File: src/rtl/gpio_port_pkg.sv
package gpio_port_pkg;

    typedef enum logic [1:0] {
        PM_RUN  = 2'd0,
        PM_SOFT = 2'd1,
        PM_HARD = 2'd2
    } pwr_mode_e;

    localparam int unsigned ADDR_DIR = 0;
    localparam int unsigned ADDR_DAT = 1;

    // Timer claims the pin: PWM mode, or compare-output code in the control field
    function automatic logic timer_owns(input logic pwm, input logic [2:0] ioc);
        return pwm | (~ioc[2] & (ioc[1:0] != 2'b00));
    endfunction

endpackage

File: src/rtl/gpio_pwr_fsm.sv
module gpio_pwr_fsm
    import gpio_port_pkg::*;
(
    input  logic clk,
    input  logic rst_n,
    input  logic hstby,
    input  logic sstby,
    output logic wr_ok,
    output logic clr_regs,
    output logic drive_off
);

    pwr_mode_e state_q, state_d;

    always_ff @(posedge clk or negedge rst_n) begin
        if (!rst_n) state_q <= PM_RUN;
        else        state_q <= state_d;
    end

    always_comb begin
        state_d = state_q;
        unique case (state_q)
            PM_RUN:  if (hstby) state_d = PM_HARD;
                     else if (sstby) state_d = PM_SOFT;
            PM_SOFT: if (hstby) state_d = PM_HARD;
                     else if (!sstby) state_d = PM_RUN;
            PM_HARD: if (!hstby) state_d = sstby ? PM_SOFT : PM_RUN;
            default: state_d = PM_RUN;
        endcase
    end

    always_comb begin
        wr_ok     = !hstby && !sstby;
        clr_regs  = hstby;
        drive_off = (state_q == PM_HARD);
    end

    // hardware standby wins over software standby
    a_r10_hard_first: assert property (@(posedge clk) disable iff (!rst_n)
        (hstby && sstby) |=> (state_q == PM_HARD));

    a_r10_wake: assert property (@(posedge clk) disable iff (!rst_n)
        (!hstby && !sstby) |=> (state_q == PM_RUN));

endmodule

File: src/rtl/gpio_sync.sv
module gpio_sync #(
    parameter int unsigned W = 8
) (
    input  logic         clk,
    input  logic         rst_n,
    input  logic [W-1:0] d,
    output logic [W-1:0] q
);

    logic [W-1:0] s1, s2;
    logic [1:0]   age;

    always_ff @(posedge clk or negedge rst_n) begin
        if (!rst_n) begin
            s1  <= '0;
            s2  <= '0;
            age <= '0;
        end else begin
            s1 <= d;
            s2 <= s1;
            if (age != 2'd2) age <= age + 2'd1;
        end
    end

    assign q = s2;

    // output is the input two edges earlier
    a_r4_two_stage: assert property (@(posedge clk) disable iff (!rst_n)
        (age == 2'd2) |-> (s2 == $past(d, 2)));

endmodule

File: src/rtl/gpio_regs.sv
module gpio_regs
    import gpio_port_pkg::*;
#(
    parameter int unsigned W  = 8,
    parameter int unsigned AW = 2
) (
    input  logic          clk,
    input  logic          rst_n,
    input  logic          wr_ok,
    input  logic          clr,
    input  logic          we,
    input  logic [AW-1:0] addr,
    input  logic [W-1:0]  wdata,
    output logic [W-1:0]  ddr,
    output logic [W-1:0]  dr
);

    logic wr_dir, wr_dat;

    always_comb begin
        wr_dir = we && wr_ok && (addr == AW'(ADDR_DIR));
        wr_dat = we && wr_ok && (addr == AW'(ADDR_DAT));
    end

    always_ff @(posedge clk or negedge rst_n) begin
        if (!rst_n) begin
            ddr <= '0;
            dr  <= '0;
        end else if (clr) begin
            ddr <= '0;
            dr  <= '0;
        end else begin
            if (wr_dir) ddr <= wdata;
            if (wr_dat) dr  <= wdata;
        end
    end

    // hardware standby clears both registers
    a_r9_cleared: assert property (@(posedge clk) disable iff (!rst_n)
        clr |=> (ddr == '0 && dr == '0));

    // blocked writes leave registers untouched
    a_r8_hold: assert property (@(posedge clk) disable iff (!rst_n)
        (!wr_ok && !clr) |=> ($stable(ddr) && $stable(dr)));

endmodule

File: src/rtl/gpio_pinmux.sv
module gpio_pinmux
    import gpio_port_pkg::*;
#(
    parameter int unsigned W = 8
) (
    input  logic           clk,
    input  logic           rst_n,
    input  logic           drive_off,
    input  logic [W-1:0]   ddr,
    input  logic [W-1:0]   dr,
    input  logic [W-1:0]   pwm,
    input  logic [3*W-1:0] ioc,
    input  logic [W-1:0]   pe,
    input  logic [W-1:0]   tout,
    input  logic [W-1:0]   pval,
    input  logic [W-1:0]   lvl,
    output logic [W-1:0]   out,
    output logic [W-1:0]   oe,
    output logic [W-1:0]   cap
);

    for (genvar i = 0; i < W; i++) begin : g_pin
        logic [2:0] ctl;
        logic       own;
        assign ctl = ioc[3*i +: 3];
        assign own = timer_owns(pwm[i], ctl);

        always_comb begin
            out[i] = 1'b0;
            oe[i]  = 1'b0;
            if (!drive_off) begin
                if (own) begin
                    out[i] = tout[i];
                    oe[i]  = 1'b1;
                end else if (ddr[i]) begin
                    out[i] = pe[i] ? pval[i] : dr[i];
                    oe[i]  = 1'b1;
                end
            end
            cap[i] = (ctl[2] && !pwm[i]) ? lvl[i] : 1'b0;
        end

        // PWM flag hands the pin to the timer
        a_r5_pwm_drive: assert property (@(posedge clk) disable iff (!rst_n)
            (!drive_off && pwm[i]) |-> (oe[i] && out[i] == tout[i]));

        // non-timer pin with direction 0 is not driven
        a_r6_input_off: assert property (@(posedge clk) disable iff (!rst_n)
            (!pwm[i] && (ctl[2] || ctl[1:0] == 2'b00) && !ddr[i]) |-> !oe[i]);
    end

endmodule

File: src/rtl/gpio_mux_port.sv
module gpio_mux_port
    import gpio_port_pkg::*;
#(
    parameter int unsigned W  = 8,
    parameter int unsigned AW = 2
) (
    input  logic           clk,
    input  logic           rst_n,
    input  logic           hstby,
    input  logic           sstby,
    input  logic [AW-1:0]  bus_addr,
    input  logic           bus_we,
    input  logic [W-1:0]   bus_wdata,
    output logic [W-1:0]   bus_rdata,
    input  logic [W-1:0]   pin_in,
    output logic [W-1:0]   pin_out,
    output logic [W-1:0]   pin_oe,
    input  logic [W-1:0]   tmr_pwm,
    input  logic [3*W-1:0] tmr_ioc,
    input  logic [W-1:0]   tmr_out,
    output logic [W-1:0]   cap_in,
    input  logic [W-1:0]   pulse_en,
    input  logic [W-1:0]   pulse_val
);

    logic         wr_ok, clr_regs, drive_off;
    logic [W-1:0] ddr, dr, lvl;

    gpio_pwr_fsm u_fsm (
        .clk       (clk),
        .rst_n     (rst_n),
        .hstby     (hstby),
        .sstby     (sstby),
        .wr_ok     (wr_ok),
        .clr_regs  (clr_regs),
        .drive_off (drive_off)
    );

    gpio_sync #(.W(W)) u_sync (
        .clk   (clk),
        .rst_n (rst_n),
        .d     (pin_in),
        .q     (lvl)
    );

    gpio_regs #(.W(W), .AW(AW)) u_regs (
        .clk   (clk),
        .rst_n (rst_n),
        .wr_ok (wr_ok),
        .clr   (clr_regs),
        .we    (bus_we),
        .addr  (bus_addr),
        .wdata (bus_wdata),
        .ddr   (ddr),
        .dr    (dr)
    );

    gpio_pinmux #(.W(W)) u_mux (
        .clk       (clk),
        .rst_n     (rst_n),
        .drive_off (drive_off),
        .ddr       (ddr),
        .dr        (dr),
        .pwm       (tmr_pwm),
        .ioc       (tmr_ioc),
        .pe        (pulse_en),
        .tout      (tmr_out),
        .pval      (pulse_val),
        .lvl       (lvl),
        .out       (pin_out),
        .oe        (pin_oe),
        .cap       (cap_in)
    );

    always_comb begin
        bus_rdata = '0;
        if (bus_addr == AW'(ADDR_DIR))      bus_rdata = ddr;
        else if (bus_addr == AW'(ADDR_DAT)) bus_rdata = (dr & ddr) | (lvl & ~ddr);
    end

    // outputs dark one edge after hardware standby is seen
    a_r9_dark: assert property (@(posedge clk) disable iff (!rst_n)
        hstby |=> (pin_oe == '0 && pin_out == '0));

endmodule

File: config.mk
export PLATFORM = sky130hd
export DESIGN_NAME = gpio_mux_port
export DESIGN_NICKNAME = d
export VERILOG_FILES = /design/src/rtl/gpio_port_pkg.sv /design/src/rtl/gpio_pwr_fsm.sv /design/src/rtl/gpio_sync.sv /design/src/rtl/gpio_regs.sv /design/src/rtl/gpio_pinmux.sv /design/src/rtl/gpio_mux_port.sv
export SDC_FILE = /design/constraint.sdc
export NUM_CORES = 1
export LEC_CHECK = 0
export CAP_MARGIN = 15
export CORE_MARGIN = 4
export CORE_UTILIZATION = 45
export CTS_BUF_LIST = sky130_fd_sc_hd__clkbuf_8 sky130_fd_sc_hd__clkbuf_16
export CTS_CLUSTER_DIAMETER = 60
export CTS_CLUSTER_SIZE = 28
export DETAILED_ROUTE_END_ITERATION = 16
export DONT_BUFFER_PORTS = 1
export GPL_ROUTABILITY_DRIVEN = 0
export PLACE_DENSITY = 0.72
export SYNTH_ARGS = -nofsm -noshare
export SYNTH_HDL_FRONTEND = slang
export SYNTH_SLANG_ARGS = --single-unit
File: constraint.sdc
create_clock -name clk -period 2 [get_ports clk]
set_input_delay 0.4 -clock clk [delete_from_list [all_inputs] [get_ports clk]]
set_output_delay 0.4 -clock clk [all_outputs]
set_load 0.01 [all_outputs]
# == After elaboration in Yosys (flattened, before gate mapping) ==
# Index checks and enable logic that the tools add are counted.
# totals
mem_bits_rw,0
latchBits,0
romBits,0
register_bits,34
output_inout_bits,32
mem_count,0
wordCells,151
# op_classes
shifts,0
bitwise_logic,28
add_sub_neg,0
n_div,0
n_reduce_logical,35
n_eq_ne,6
mux,77
magnitude_cmp,0
multipliers,0
# op_table
cell,n
1-bit two-way mux,65
8-bit two-way mux,6
2-bit nonzero test,10
8-bit bitwise AND,2
1-bit logical AND,12
1-bit zero test,10
2-bit two-way mux,5
1-bit bitwise AND,8
1-bit inverter,8
8-bit inverter,1
1-bit OR,8
8-bit OR,1
"3-bit inequality test, second input constant",2
2-bit one-hot mux with 3 select lines,1
"2-bit by 1-bit equality test with 1-bit output, second input constant",2
2-bit zero test,2
3-bit AND reduction,1
"2-bit equality test, second input constant",1
"2-bit inequality test, second input constant",1

# == Logic depth before layout (Yosys ltp) ==
# Gate-level depths: netlist (run 1).
# logic_depth
ltp_word,6
ltp_mapped,5
mapped_depth_nobuf,3

# == Modules after synthesis ==
# From an unflattened synthesis (run 1), not the netlist that was laid out.
# hier_totals
hier_cells,197
area_unflattened_um2,2026.9
# modules_own_cells
module,instances,cells_per_inst,seq_area_each_um2,area_per_inst_um2
gpio_regs,1,64,400.4,777.0
gpio_pinmux,1,74,0.0,457.9
gpio_sync,1,16,400.4,400.4
gpio_mux_port,1,35,0.0,296.5
gpio_pwr_fsm,1,8,50.0,95.1

# == Worst setup path before layout (run 1) ==
# Ideal clock, no wire load.
# synth_path
kind,reg2out
start,register u_fsm.state_q[1]
end,output pin_out[1]
path_slack_ns,0.497
t_required_ns,1.600
arrival_ns,1.103
path_buffers,2
stages_incl_launch_ff,6
path_cell_list,dfrtp_1 > nand2b_1 > clkbuf_1 > buf_2 > nand3_1 > mux2i_1
# synth_via
elab_chain_len,2
# synth_lines
item,line_no,rtl
from (decl),gpio_pwr_fsm.sv:13,"pwr_mode_e state_q, state_d;"
from (signal assigned),gpio_pwr_fsm.sv:17,else state_q <= state_d;
2-bit equality test,gpio_pwr_fsm.sv:35,drive_off = (state_q == PM_HARD);
1-bit two-way mux,gpio_pinmux.sv:31,if (!drive_off) begin
to (decl),gpio_mux_port.sv:16,"output logic [W-1:0] pin_out,"
# Every way passes these cells.

# == Worst setup path after layout (run 1) ==
# layout_path
start,register u_fsm.state_q[0]
end,output pin_out[5]
# Same word-level chain as after synthesis.

==> impl_results.md, run 1 <==
* Status: finished clean
* Area delta synth->final at 7.586%
* Crit start category: flop
* R2R cell count at 2
* Worst flop-to-flop path endpoint: u_regs.dr[2]
* Slew @ Worst Pin at 0.5700 ns
* Top delay family on crit path: flip-flops
* VDD IR max at 403.7 uV
* TritonCTS Buffers at 5
* # clock sinks at 34
* Worst path bufs/invs at 1
* Core Box Area at 3771 sq um
* Residual DRC at 0
* CP Capture Type: output pin
* FP Rows at 22
* Setup crit end: pin_out[5]
* Reg clk slew, reported paths at 0.07 ns
* Post-synth cell types at 23
* Max frequency at 541.7 MHz
* Post-synthesis register bit count at 34
* Max Cap Violations at 0
* Final min period at 1.846 ns
* Vias per std cell at 5.978
* Max-Slew Margin vs Limit at 61.84%
* I/O Pins at 111
* Global route total overflow at 0
* Die X at 71.21 um
* R2R Setup Slk at 1.29 ns
* Crit Path Max Fanout at 9
* Pwr Density at 721.2 nW/um^2
* Slowest CP cell: dfrtp_1
* Post-synth top area share at 47.32%
* GRT Total Usage at 17.61%
* Pre-antenna DRT Iters at 4
* Top cells by area, synth: dfrtp_1 (47%), mux2i_1 (8.9%), nand2_1 (5.2%)
* Share of layout cells above drive strength 1 at 11.48%
* Yosys top cell by area: dfrtp_1
* Number of H-tree levels at 2
* Setup TNS Final at 0 ns
* Initial antenna violation count at 0
* Leak pwr at 0.8515 nW
* Vias in the first global route at 1,376
* Clock buffer depth at 2
* DRT iter0 DRCs at 39
* Avg WL per Cell at 19.41 um
* RSZ-0062 raised after global routing: false
* Path type of the worst setup path: reg -> out
* Most common cell after layout, fill and taps aside: dfrtp_1
* Synth Area per Inst at 9.989 sq um
* Routed wire length at 4484 um
* Global-route wire length before repair at 6886 um
* DP HPWL at 3321 um
* Most frequent cells in the layout: dfrtp_1 (34), nand2_1 (25), nor2_1 (17), a21oi_1 (16), mux2i_1 (16)
* Final period util at 92.30%
* Setup violations, final at 0
* Levels on crit path at 4
* Port Buffers at 0
* N_diodes at 0
* Clock latency on the worst-skew pair at 0.27 ns
* Net Count, Synth at 259
* Max stage delay on crit path at 0.37 ns
* CP startpoint: u_fsm.state_q[0]
* Syn Std Cell Area at 1798 sq um
* Hold Violations, Final at 0
* Design area at 1934 sq um
* Synth Instances at 180
* Syn. warnings at 0
* Max Slew Vio Count at 0
* DP Cell Count at 221
* Total setup buffers inserted after CTS at 0
* Post-place instance area at 1810 sq um
* Die area at 5071 sq um
* Final hold slack at 0.1472 ns
* Root buf cell: clkbuf_8
* Worst hold path type: in -> reg
* Worst-path cell chain: nand2b_2 > buf_4 > nand3_1 > mux2i_1
* Req. time, crit path at 1.60 ns
* RR Startpoint: u_regs.dr[2]
* Register area share after synthesis at 47.32%
* Via Count at 1,381
* Largest net degree at the start of global routing at 35
* Non-filler cells, final at 231
* Overall die height at 71.21 um
* Initial Utilization at 47.68%
* Worst Path Arrival at 1.45 ns
* Final worst clock skew at 0.004975 ns
* Final net count at 261
* Post-DRT Antenna Nets at 0
* CTS tree: yes
[layout make-up]
class                           instances  area [sq um]
Fill cell                             334          1837
Multi-Input combinational cell        135         879.6
Sequential cell                        34         850.8
Clock buffer                            6         82.58
Tap cell                               48         60.06
Timing Repair Buffer                    4         45.04
Clock inverter                          2         8.758
Inverter                                2         7.507
[cell families after synthesis]
family / synth area share, %
buffers and inverters: 3.897
AO/OA/AOI/OAI: 14.20
multiplexers: 13.92
AND/OR/NAND/NOR: 20.67
flip-flops: 47.32
[cell usage after synthesis]
cell      count
clkbuf_8      1
mux2i_1      16
nor4b_4       1
o21bai_1      8
and3b_1       7
o21a_1        8
a211oi_1      1
inv_1         2
dfrtp_1      34
and4bb_2      1
nor2_1       17
mux2_2        8
or4b_1        1
a21oi_1      16
buf_6         2
buf_2         3
nand2_1      25
clkbuf_1      3
nand2b_1      1
a21boi_0      1
o21ai_0       8
nand3b_1      8
nand3_1       8
[power breakdown]
part | total, mW | internal (mW) | switching [mW]
combinational | 0.166 | 0.0705 | 0.0960
sequential | 0.727 | 0.713 | 0.0143
clock | 0.501 | 0.272 | 0.229
[repair_timing]
item,CTS,global route
setup endpoints to repair,0,6
hold endpoints to repair,34,0
hold buffers,2,0
gates resized for setup,0,1
[how the worst min path moves through the flow]
stage	startpoint	endpoint	cells past startpoint	slack, ns
2_1_floorplan	rst_n	u_fsm.state_q[0]	0	0.10
3_3_place_gp	rst_n	u_sync.s1[5]	0	0.11
3_5_place_dp	rst_n	u_sync.s1[5]	0	0.11
4_1_cts	pin_in[3]	u_sync.s1[3]	0	0.13
5_1_grt	pin_in[4]	u_sync.s1[4]	0	0.12
6_report	pin_in[6]	u_sync.s1[6]	0	0.15
[through the flow]
stage | total power [mW] | utilization [%] | worst slack [ns]
after floorplan | 0.8755 | - | 0.4974
after global placement | 0.8821 | 48.01 | 0.4261
after detailed placement | 0.8885 | 48.01 | 0.3348
after CTS | 1.415 | 51.23 | 0.01702
after global routing | 1.468 | 51.29 | 0.06100
final | 1.395 | 51.29 | 0.1540
[routing by layer]
layer	wire (um)	vias to the layer above	share of wire (%)	track usage (%)
met2	2305	72	51	29.80
met1	1734	670	39	20.84
met5	0	-	0	0
li1	-	637	-	-
met3	426	2	9.5	6.732
met4	17	0	0.38	5.010
[registers in the layout (all words and copies together) (netlist names)]
name / count
u_fsm.state_q: 2
u_sync.s1: 8
u_regs.ddr: 8
u_sync.q: 8
u_regs.dr: 8
Power figures use the tool's default switching activity.
==> inputs of run 2 (changes only) <==
CORE_UTILIZATION = 49   (was 45)
PLACE_DENSITY = 0.76   (was 0.72)
==> run 2 against run 1 <==
  * Die area shrank 7.3%
  * Hold slack got worse by 0.012 ns
  * First-iteration DRC count up 26%
  * Sequential share of layout area fell by 0.28 points
  * Non-clock buffer count unchanged
  * Flip-flop and latch count stayed put
  * Combinational power is essentially flat
  * Clock skew is 0.0032 ns lower
  * Largest power group unchanged
==> impl_results.md, run 2 (same netlist as run 1, synthesis figures left out) <==
* Routed wire length at 4446 um (was 4484 um)
* Setup TNS Final at 0 ns (unchanged)
* Initial antenna violation count at 0 (unchanged)
* Most Used Layer, Global Route: met2 (unchanged)
* Most common cell after layout, fill and taps aside: dfrtp_1 (unchanged)
* DP HPWL at 3341 um (was 3321 um)
* Slack of the critical path at 0.2514 ns (was 0.1540 ns)
* Status: finished clean (unchanged)
* Setup violations, final at 0 (unchanged)
* Met1 Resource Use GR at 20.73% (was 20.84%)
* VDD IR max at 489.6 uV (was 403.7 uV)
* Clock buffer depth at 2 (unchanged)
* Crit Path Max Fanout at 12 (was 9)
* GRT Total Usage at 19.32% (was 17.61%)
* Net Switching at 0.3564 mW (was 0.3393 mW)
* CP startpoint: u_fsm.state_q[1] (was u_fsm.state_q[0])
* Root buf cell: clkbuf_8 (unchanged)
* Worst hold path type: in -> reg (unchanged)
* CP Capture Type: output pin (unchanged)
* Final min period at 1.749 ns (was 1.846 ns)
* Core Box Area at 3442 sq um (was 3771 sq um)
* DRT iter0 DRCs at 49 (was 39)
* Setup crit end: pin_out[2] (was pin_out[5])
* Largest net degree at the start of global routing at 35 (unchanged)
* TritonCTS Buffers at 5 (unchanged)
* Die X at 68.58 um (was 71.21 um)
* Pre-antenna DRT Iters at 4 (unchanged)
* Initial Utilization at 52.24% (was 47.68%)
* Residual DRC at 0 (unchanged)
* Overall die height at 68.58 um (was 71.21 um)
* Place WS at 0.5578 ns (was 0.3348 ns)
* Max frequency at 571.9 MHz (was 541.7 MHz)
* Req. time, crit path at 1.60 ns (about the same)
* Reg clk slew, reported paths at 0.07 ns (about the same)
* CTS tree: yes (unchanged)
* Port Buffers at 0 (unchanged)
* Area delta synth->final at 8.281% (was 7.586%)
* # clock sinks at 34 (unchanged)
* Sw frac at 23.67% (was 24.32%)
* FP Rows at 21 (was 22)
* Global route total overflow at 0 (unchanged)
* Leak pwr at 0.8570 nW (was 0.8515 nW)
* Worst flop-to-flop path endpoint: u_fsm.state_q[0] (was u_regs.dr[2])
* Clk pwr share at 40.7% (was 35.9%)
* Final net count at 261 (unchanged)
* Vias in the first global route at 1,449 (was 1,376)
* Total setup buffers inserted after CTS at 0 (unchanged)
* Number of H-tree levels at 2 (unchanged)
* Final period util at 87.43% (was 92.30%)
* RR Startpoint: u_fsm.state_q[0] (was u_regs.dr[2])
* Post-CTS Resized at 0 (unchanged)
* Share of layout cells above drive strength 1 at 11.48% (unchanged)
* Pwr Density at 773.4 nW/um^2 (was 721.2 nW/um^2)
* Final worst clock skew at 0.001797 ns (was 0.004975 ns)
* Post-DRT Antenna Nets at 0 (unchanged)
* Max Slew Vio Count at 0 (unchanged)
* Global-route wire length before repair at 6527 um (was 6886 um)
* RSZ-0062 raised after global routing: false (unchanged)
* Most frequent cells in the layout: dfrtp_1 (34), nand2_1 (25), nor2_1 (17), a21oi_1 (16), mux2i_1 (16) (unchanged)
* Via Count at 1,405 (was 1,381)
* Slew @ Worst Pin at 0.5975 ns (was 0.5700 ns)
* Crit start category: flop (unchanged)
* Vias per std cell at 6.135 (was 5.978)
* Die area at 4703 sq um (was 5071 sq um)
* Path type of the worst setup path: reg -> out (unchanged)
* Met3 usage at 7.618% (was 6.732%)
* R2R cell count at 1 (was 2)
* I/O Pins at 111 (unchanged)
* Avg WL per Cell at 19.41 um (about the same)
* Max Cap Violations at 0 (unchanged)
* N_diodes at 0 (unchanged)
* Max-Slew Margin vs Limit at 60.00% (was 61.84%)
* P_int at 1.149 mW (was 1.056 mW)
* # hold bufs at CTS at 2 (unchanged)
* Worst Path Arrival at 1.35 ns (was 1.45 ns)
* Sequential power share at 48.3% (was 52.1%)
* Combinational power share at 10.9% (was 11.9%)
* Hold Violations, Final at 0 (unchanged)
* Met2 track demand over resource at 33.13% (was 29.80%)
* R2R Setup Slk at 1.24 ns (was 1.29 ns)
* Clock latency on the worst-skew pair at 0.29 ns (was 0.27 ns)
[run 2: changes by cell type in the layout (fill, tap and decap cells not counted)]
cell / change
bufinv_16: +1
clkbuf_8: -1
clkinv_2: +1
inv_1: -1
nand2b_1: +1
nand2b_2: -1
[run 2: final cells by class]
cell class	count	area [sq um]
timing repair buffer	4	45.04
clock inverter	3	40.04
inverter	2	7.507
tap	46	57.56
clock buffer	5	68.82
multi-input combinational	135	877.1
fill	302	1495
sequential	34	850.8
[run 2: layer usage]
layer | part of all wire [%] | wire length [um]
met1 | 34 | 1523
met2 | 53 | 2335
met3 | 11 | 500
met4 | 1.9 | 86
met5 | 0 | 0
[run 2: through the flow]
| stage | total power [mW] | hold slack (ns) | cells | area, sq um | util [%] |
|---|---|---|---|---|---|
| floorplan | 0.8755 | 0.1044 | 180 | 1798 | - |
| global placement | 0.8812 | 0.1051 | 219 | 1808 | 52.53 |
| detailed placement | 0.8878 | 0.1050 | 219 | 1808 | 52.53 |
| CTS | 1.520 | 0.1277 | 229 | 1947 | 56.56 |
| global route | 1.565 | 0.1163 | 229 | 1947 | 56.56 |
| finish | 1.506 | 0.1348 | 229 | 1947 | 56.56 |
[run 2: power by group through the flow]
stage	combinational [mW]	clock, mW	sequential, mW
5_1_grt	0.181	0.653	0.730
6_report	0.165	0.614	0.728
3_5_place_dp	0.147	0	0.740
4_1_cts	0.168	0.624	0.727
3_3_place_gp	0.143	0	0.739
2_1_floorplan	0.140	0	0.735
[run 2: worst min-delay path by stage]
stage | startpoint | end | cells past startpoint | slack (ns)
2_1_floorplan | rst_n | u_fsm.state_q[0] | 0 | 0.10
3_3_place_gp | rst_n | u_sync.s1[0] | 0 | 0.11
3_5_place_dp | rst_n | u_sync.s1[0] | 0 | 0.11
4_1_cts | pin_in[1] | u_sync.s1[1] | 0 | 0.13
5_1_grt | pin_in[0] | u_sync.s1[0] | 0 | 0.12
6_report | pin_in[6] | u_sync.s1[6] | 0 | 0.13
[run 2: critical path, stage by stage, from the launching register on]
cell and delay [ns]:
dfrtp_1 0.40, nand2b_1 0.10, buf_4 0.19, nand3_1 0.09, mux2i_1 0.28
==> inputs of run 3 (changes only) <==
clock period = 2.1 ns   (was 2 ns; I/O delays follow)
==> run 3 against run 2 <==
  * Cell count stayed put
  * Flip-flop and latch count stayed put
  * Critical path depth stayed put
  * Design area is 0.90% lower
  * Global-route usage is 0.44 points lower
  * Die area stayed put
  * Routed wire length is 1.7% higher
  * Hold slack better by 0.028 ns
  * Via count is 0.57% lower
  * Core utilization is 0.51 points lower
  * First-iteration DRC count is 16% lower
  * Combinational power is 4% lower
  * Critical path type unchanged
  * Critical endpoint unchanged
  * Largest power group unchanged
==> impl_results.md, run 3 (same netlist as run 1, synthesis figures left out) <==
* Number of H-tree levels at 2 (unchanged)
* Vias in the first global route at 1,353 (was 1,449)
* Global-route wire length before repair at 6320 um (was 6527 um)
* Path type of the worst setup path: reg -> out (unchanged)
* Setup violations, final at 0 (unchanged)
* Max frequency at 563.2 MHz
* Clock latency on the worst-skew pair at 0.28 ns (was 0.29 ns)
* DP HPWL at 3408 um (was 3341 um)
* Worst-path cell chain: nand2b_1 > buf_4 > nand3_1 > mux2i_1 (unchanged)
* Pre-antenna DRT Iters at 4 (unchanged)
* CTS tree: yes (unchanged)
* Post-DRT Antenna Nets at 0 (unchanged)
* Global route total overflow at 0 (unchanged)
* Total setup buffers inserted after CTS at 0 (unchanged)
* GRT Total Usage at 18.88% (was 19.32%)
* Share of layout cells above drive strength 1 at 10.93% (was 11.48%)
* CP Capture Type: output pin (unchanged)
* Largest net degree at the start of global routing at 35 (unchanged)
* Post-place instance area at 1808 sq um (unchanged)
* Status: finished clean (unchanged)
* Max Cap Violations at 0 (unchanged)
* Overall die height at 68.58 um (unchanged)
* Residual DRC at 0 (unchanged)
* Hold Violations, Final at 0 (unchanged)
* Wire length on met1 at 1675 um (was 1523 um)
* Final hold slack at 0.1626 ns (was 0.1348 ns)
* N_diodes at 0 (unchanged)
* Top layer in use: met4 (unchanged)
* Met2 Wirelength at 2381 um (was 2335 um)
* Max stage delay on crit path at 0.40 ns (about the same)
* Crit start category: flop (unchanged)
* Leak pwr at 0.8515 nW (was 0.8570 nW)
* Setup TNS Final at 0 ns (unchanged)
* Footprint of the multi-input gates at 877.1 sq um (unchanged)
* Die area at 4703 sq um (unchanged)
* DRT iter0 DRCs at 41 (was 49)
* Pwr Density at 692.6 nW/um^2 (was 773.4 nW/um^2)
* Fillers at 298 (was 302)
* Final net count at 261 (unchanged)
* Die X at 68.58 um (unchanged)
* Most common cell after layout, fill and taps aside: dfrtp_1 (unchanged)
* Vias per std cell at 6.100 (was 6.135)
* Final period util at 84.55%
* I/O Pins at 111 (unchanged)
* Req. time, crit path at 1.68 ns (was 1.60 ns)
* Met3 wire length at 418 um (was 500 um)
* TritonCTS Buffers at 5 (unchanged)
* Final worst clock skew at 0.003731 ns (was 0.001797 ns)
* # hold bufs at CTS at 2 (unchanged)
* Design area at 1929 sq um (was 1947 sq um)
* Slowest CP cell: dfrtp_1 (unchanged)
* Worst Path Arrival at 1.36 ns (was 1.35 ns)
* Initial antenna violation count at 0 (unchanged)
* Reg clk slew, reported paths at 0.07 ns (about the same)
* Initial Utilization at 52.24% (unchanged)
* FF+latch area at 850.8 sq um (unchanged)
* Crit Path Max Fanout at 12 (unchanged)
* Core Box Area at 3442 sq um (unchanged)
* Post-CTS Resized at 0 (unchanged)
* Avg WL per Cell at 19.74 um (was 19.41 um)
* Clock buffer depth at 2 (unchanged)
* Port Buffers at 0 (unchanged)
* Area delta synth->final at 7.307% (was 8.281%)
* Root buf cell: clkbuf_8 (unchanged)
* Slew @ Worst Pin at 0.5507 ns (was 0.5975 ns)
* # clock sinks at 34 (unchanged)
* Max-Slew Margin vs Limit at 63.13% (was 60.00%)
* Most frequent cells in the layout: dfrtp_1 (34), nand2_1 (25), nor2_1 (17), a21oi_1 (16), mux2i_1 (16) (unchanged)
* Via Count at 1,397 (was 1,405)
* Max Slew Vio Count at 0 (unchanged)
* RSZ-0062 raised after global routing: false (unchanged)
* FP Rows at 21 (unchanged)
* Final min period at 1.776 ns
* VDD IR max at 389.2 uV (was 489.6 uV)
* Worst hold path type: in -> reg (unchanged)
* Routed wire length at 4521 um (was 4446 um)
-- run 3: changes by cell type in the layout (fill, tap and decap cells not counted) --
cell,before,now
inv_1,2,3
clkbuf_8,5,6
bufinv_16,1,0
clkinv_2,2,1
-- run 3: critical path, delay by kind of cell (launching register included) --
family	cells	cell delay (ns)
buf+inv	1	0.20
flops	1	0.40
mux	1	0.29
simple gates	2	0.19
-- run 3: through the flow --
stage / total power [mW] / utilization, % / setup slack, ns / std cells
final: 1.336 / 56.05 / 0.3244 / 229
after global placement: 0.8392 / 52.53 / 0.6449 / 219
after CTS: 1.351 / 56.05 / 0.3257 / 229
after detailed placement: 0.8460 / 52.53 / 0.6095 / 219
after global routing: 1.392 / 56.05 / 0.2159 / 229
after floorplan: 0.8338 / - / 0.5774 / 180
-- run 3: routing by layer --
metal / up-vias / global-route usage (%)
li1: 636 / -
met1: 686 / 20.23
met2: 70 / 33.25
met3: 5 / 6.159
met4: 0 / 8.933
met5: - / 0
-- run 3: power breakdown --
part	internal, mW	leakage (nW)	total [mW]	switching [mW]
logic	0.0667	0.366	0.158	0.0914
registers	0.679	0.433	0.693	0.0138
clock network	0.259	0.0524	0.485	0.226
total	1.01	0.851	1.34	0.331
-- run 3: path summary, 6_finish.rpt --
check                            startpoint          endpoint  slack [ns]  cells past startpoint
max                        u_fsm.state_q[1]        pin_out[2]        0.32                      4
min                               pin_in[3]      u_sync.s1[3]        0.16                      0
max reg2reg                u_fsm.state_q[0]  u_fsm.state_q[0]        1.37                      1
min reg2reg                    u_sync.s1[7]       u_sync.q[7]        0.35                      0
max in group asynchronous             rst_n      u_sync.s1[6]        1.32                      2
min in group asynchronous             rst_n     u_regs.ddr[4]        0.60                      2
-- run 3: area by class of cell --
cell class	count	area share (%)
well taps	46	2.983
inverters	2	0.3891
flip-flops and latches	34	44.10
multi-input cells	135	45.46
clock inverters	2	0.4540
repair buffers	4	2.335
clock buffers	6	4.280
